[src/rtl/card_clk_divider.sv]
module card_clk_divider #(
  parameter int SYNC_STAGES = 2
) (
  input  logic       clk_in,
  input  logic       rst_n,
  input  logic [1:0] div_sel,
  input  logic       clk_en,
  output logic       card_clk
);
  localparam int CNT_W = 3;
  localparam logic [1:0] SEL_D8 = 2'b00;
  localparam logic [1:0] SEL_D4 = 2'b01;
  localparam logic [1:0] SEL_D2 = 2'b11;
  localparam logic [1:0] SEL_D1 = 2'b10;

  logic [SYNC_STAGES-1:0] sync_hi, sync_lo, sync_en;
  logic [1:0]       sel_s, mode_q, mode_nx;
  logic             en_s, act_q, act_nx, out_q, gate_q, wrap;
  logic [CNT_W-1:0] cnt, cnt_nx;

  always_ff @(posedge clk_in or negedge rst_n) begin
    if (!rst_n) begin
      sync_hi <= '0;
      sync_lo <= '0;
      sync_en <= '0;
    end else begin
      sync_hi <= {sync_hi[SYNC_STAGES-2:0], div_sel[1]};
      sync_lo <= {sync_lo[SYNC_STAGES-2:0], div_sel[0]};
      sync_en <= {sync_en[SYNC_STAGES-2:0], clk_en};
    end
  end

  assign sel_s   = {sync_hi[SYNC_STAGES-1], sync_lo[SYNC_STAGES-1]};
  assign en_s    = sync_en[SYNC_STAGES-1];
  assign wrap    = &cnt;
  assign cnt_nx  = cnt + 1'b1;
  assign mode_nx = wrap ? sel_s : mode_q;
  assign act_nx  = wrap ? en_s : act_q;

  function automatic logic pick(input logic [1:0] m, input logic [CNT_W-1:0] c);
    case (m)
      SEL_D2:  pick = c[0];
      SEL_D4:  pick = c[1];
      SEL_D8:  pick = c[2];
      default: pick = 1'b0;
    endcase
  endfunction

  always_ff @(posedge clk_in or negedge rst_n) begin
    if (!rst_n) begin
      cnt    <= '0;
      mode_q <= SEL_D8;
      act_q  <= 1'b0;
      out_q  <= 1'b0;
    end else begin
      cnt    <= cnt_nx;
      mode_q <= mode_nx;
      act_q  <= act_nx;
      out_q  <= act_nx & pick(mode_nx, cnt_nx);
    end
  end

  always_ff @(negedge clk_in or negedge rst_n) begin
    if (!rst_n) gate_q <= 1'b0;
    else        gate_q <= act_q & (mode_q == SEL_D1);
  end

  assign card_clk = out_q | (clk_in & gate_q);
endmodule

[config.mk]
export PLATFORM = sky130hd
export DESIGN_NAME = card_clk_divider
export DESIGN_NICKNAME = d
export VERILOG_FILES = /design/src/rtl/card_clk_divider.sv
export SDC_FILE = /design/constraint.sdc
export NUM_CORES = 1
export LEC_CHECK = 0
export ABC_AREA = 1
export BUFFER_PORTS_ARGS = -buffer_cell sky130_fd_sc_hd__buf_4
export CAP_MARGIN = 10
export CORE_AREA = 10 10 47 49
export CTS_CLUSTER_SIZE = 8
export DETAILED_ROUTE_END_ITERATION = 10
export DIE_AREA = 0 0 57 59
export GPL_ROUTABILITY_DRIVEN = 0
export SYNTH_ARGS = -nofsm -noshare
export SYNTH_HDL_FRONTEND = slang
export SYNTH_SLANG_ARGS = --single-unit
[constraint.sdc]
create_clock -name clk_in -period 1.8 [get_ports clk_in]
set_input_delay 0.18 -clock clk_in [delete_from_list [all_inputs] [get_ports clk_in]]
set_output_delay 0.18 -clock clk_in [all_outputs]
set_load 0.005 [all_outputs]
# Word level (Yosys, flattened, before mapping)
# Index checks and enable logic that the tools add are counted.
dict set report word_totals {
  regBits 14
  in_bits 5
  out_inout_bits 1
}
dict set report op_classes {
  addsub 1
  eq_ne 3
  muxes 3
  bitwise 4
  n_reduce_logical 2
}
# cell n
set op_table {}
lappend op_table {{$eq A2 B2 Y1 const B} 2}
lappend op_table {{$add A3 B1 Y3 const B} 1}
lappend op_table {{$and A1 B1 Y1} 3}
lappend op_table {{$pmux W1 S3} 1}
lappend op_table {{$reduce_and A3 Y1} 1}
lappend op_table {{$eq A2 B1 Y1 const B} 1}
lappend op_table {{$logic_not A2 Y1} 1}
lappend op_table {{$mux W2} 1}
lappend op_table {{$mux W1} 1}
lappend op_table {{$or A1 B1 Y1} 1}

# Logic depth before layout (Yosys ltp)
dict set report logic_depth {
  word_depth 5
  ltp_mapped 8
  ltp_nobuf 8
}

==> summary.md <==
| Metric | Value |
|---|---|
| Row cnt | `14` |
| Die height | `59 um` |
| Unrepaired setup endpoints after global routing | `true` |
| Remaining antenna violation count after routing | `0` |
| Net count, final | `69` |
| Ports placed on the boundary | `6` |
| Final HPWL DP | `513 um` |
| Clock group share of total power | `47.8%` |
| Die X-Extent | `57 um` |
| Cell types with the highest counts after synthesis | `13 x sky130_fd_sc_hd__dfrtp_1, 10 x sky130_fd_sc_hd__nand2_1, 5 x sky130_fd_sc_hd__inv_1` |
| Maximum number of pins on one net before global-route repair | `15` |
| Clock skew after layout | `0.0138 ns` |
| Maximum ir drop on the vdd rail | `0.000458 V` |
| Number of enable-type register cells in the synthesized netlist | `0` |
| Dominant delay contributor by cell family on the critical path | `flip-flops` |
| Comb power frac | `4.5%` |
| Synth async-reset ratio | `100%` |
| Starting DRC count in detailed routing | `5` |
| Met3 Use GR | `6.65%` |
| Ant. Diodes | `0` |
| Clock-pin slew on the worst setup and hold paths | `0.08 ns` |
| M1 GR Usage | `3.91%` |
| Layer carrying the most global-route usage | `met2` |
| Total length of routed wires | `823 um` |
| Average wire per standard cell | `10.7 um` |
| Number of vias in the routed layout | `344` |
| Cells along the critical path | `a21o_1, buf_6` |
| Initial antenna violation count | `0` |
| HP Class | `in -> async` |
| Final Core Density | `47.1%` |
| Yosys warning total | `0` |
| Core ar. | `1400 sq um` |
| Number of cells in the design after placement | `66` |
| Seq pwr share | `47.8%` |
| Top FF cell, synth | `sky130_fd_sc_hd__dfrtp_1` |
| Number of synthesized register bits | `14` |
| Area share of the largest cell type after synthesis | `65.0%` |
| Number of global-route vias before repair | `375` |
| Proportion of total power due to net switching | `21.0%` |
| CP Data Arrival Time | `1.94 ns` |
| Combined buffer and inverter count along the critical path | `1` |
| Netlist area before placement | `500 sq um` |
| Average footprint of a synthesized cell | `11.1 sq um` |
| CP max stage delay | `0.40 ns` |
| Fraction of final layout cells sized beyond drive strength 1 | `27.9%` |
| CP max-delay cell | `sky130_fd_sc_hd__dfrtn_1` |
| Nets in the synthesized netlist | `52` |
| Number of input and output port buffers inserted | `5` |
| Critical path endpoint category | `output pin` |
| Outcome | `finished with violations` |
| CTS tree | `done` |
| Areal power density over the cells | `1050 nW/um^2` |
| Portion of the post-synthesis area used by sequential elements | `70.0%` |
| Detailed Routing Iterations Pass 1 | `2` |
| Unique masters post-synth | `14` |
| Final hold violations | `0` |
| Sort of element at the start of the critical path | `flip-flop` |
| Worst setup path category | `reg -> out` |
| Routed vias/inst | `4.47` |
| PnR Total Power | `694 uW` |
| Power spent charging and discharging nets | `146 uW` |
| Static leakage | `0.357 nW` |
| Wire length of the first global-routing pass | `1.41 mm` |
| Top-count cell post-synth | `sky130_fd_sc_hd__dfrtp_1` |
| Final setup violating endpoints | `1` |
| Filler-free cell count of the finished design | `77` |
| GR Util met2 | `8.53%` |
| Transition time at the pin with the least slew margin | `0.225 ns` |
| Number of instances in the synthesized netlist | `45` |
| Violations in the final reports | `setup timing` |
| Post-synthesis to final-layout area growth | `32.0%` |
| Data required time of the critical path | `1.62 ns` |
| Global-route usage over all layers | `6.07%` |
| Maximum capacitance violations | `0` |
| Int Power | `548 uW` |
| Leftover overflow at the end of global routing | `0` |
| Initial Util | `35.7%` |
| Setup WS post-layout | `-0.320 ns` |
| Worst-case hold slack | `0.165 ns` |
| Crit path max fanout | `1` |
| # DRC | `0` |
| Leading area contributor after synthesis | `sky130_fd_sc_hd__dfrtp_1` |
| Worst slew margin relative to its limit | `84.8%` |
| Die Area | `3360 sq um` |
| Fin. max-slew vios | `0` |
| Dominant cells by area after synthesis | `sky130_fd_sc_hd__dfrtp_1 65%, sky130_fd_sc_hd__nand2_1 7.5%, sky130_fd_sc_hd__dfrtn_1 5.0%, sky130_fd_sc_hd__ha_1 5.0%, sky130_fd_sc_hd__inv_1 3.8%` |
| Clk Latency, worst-skew pair | `0.40 ns` |
[logic make-up (layout without fill, tap and decap cells)]
family,Yosys count,in the layout,share of synthesized area [%]
buffers and inverters,8,24,6.00
flip-flops,14,14,70.0
AO/OA/AOI/OAI,4,4,4.50
adder cells (fa/ha/maj),2,2,5.00
AND/OR/NAND/NOR,17,17,14.5
[layout by cell type (no fill, tap or decap), drive strengths merged]
| cell | netlist | layout |
|---|---|---|
| nand3 | 2 | 2 |
| clkbuf | 0 | 7 |
| o21ai | 3 | 3 |
| dfrtp | 13 | 13 |
| nor3 | 1 | 1 |
| inv | 8 | 8 |
| nor2 | 3 | 3 |
| nand2 | 11 | 11 |
| ha | 2 | 2 |
| dfrtn | 1 | 1 |
| dlygate4sd3 | 0 | 4 |
| a21o | 1 | 1 |
| buf | 0 | 5 |
[path summary, 6_finish.rpt]
path	start	end	slack [ns]	cells past startpoint
worst max register to register	mode_q[1]$_DFF_PN0_	gate_q$_DFF_NN0_	0.28	2
worst max-delay path	gate_q$_DFF_NN0_	card_clk	-0.32	2
min in group clk_in	sync_hi[0]$_DFF_PN0_	sync_hi[1]$_DFF_PN0_	0.36	0
worst min register to register	sync_hi[0]$_DFF_PN0_	sync_hi[1]$_DFF_PN0_	0.36	0
worst min-delay path	rst_n	out_q$_DFF_PN0_	0.16	2
max in group asynchronous	rst_n	gate_q$_DFF_NN0_	0.67	2
[registers in the layout (all words and copies together), names as in the netlist]
signal	cells
sync_en	2
sync_lo	2
cnt	3
out_q	1
sync_hi	2
act_q	1
gate_q	1
mode_q	2
[worst register-to-register path: cells and delay by family, from the launching register on]
family,cells,cell delay [ns]
buf+inv,1,0.07
simple gates,1,0.04
flops,1,0.38
[layer usage]
layer  share of wire, %  wire length, um  vias up
li1                   -                -      169
met1                 41              337      161
met2                 51              417       12
met3                6.6               54        2
met4                1.6               13        0
met5                  0                0        -
[through the flow]
stage | cell area, sq um | TNS, ns | worst slack (ns)
after floorplan | 500 | 0 | 0.248
after global placement | 558 | 0 | 0.151
final | 661 | -0.320 | -0.320
after detailed placement | 558 | 0 | 0.147
after global routing | 661 | -0.365 | -0.365
after CTS | 661 | -0.321 | -0.321
[what timing repair did]
item,4_1_cts,5_1_grt
endpoints found under the setup margin,1,1
resized for setup,1,0
gates cloned,0,0
setup buffers,0,0
hold buffers,4,0
endpoints found under the hold margin,16,0
[final cells by class]
class	count	area (sq um)
Clock buffer	8	70.1
Fill cell	133	741
Inverter	8	30.0
Multi-Input combinational cell	23	120
Sequential cell	14	350
Tap cell	16	20.0
Timing Repair Buffer	8	70.1
[power by group through the flow]
stage	sequential (mW)	clock, mW	combinational, mW
CTS	0.331	0.344	0.0317
global placement	0.337	0.00900	0.0245
detailed placement	0.337	0.00900	0.0246
floorplan	0.336	0.00391	0.0105
finish	0.331	0.331	0.0310
global route	0.332	0.368	0.0356
No activity file was read; power rests on OpenSTA's default activity.
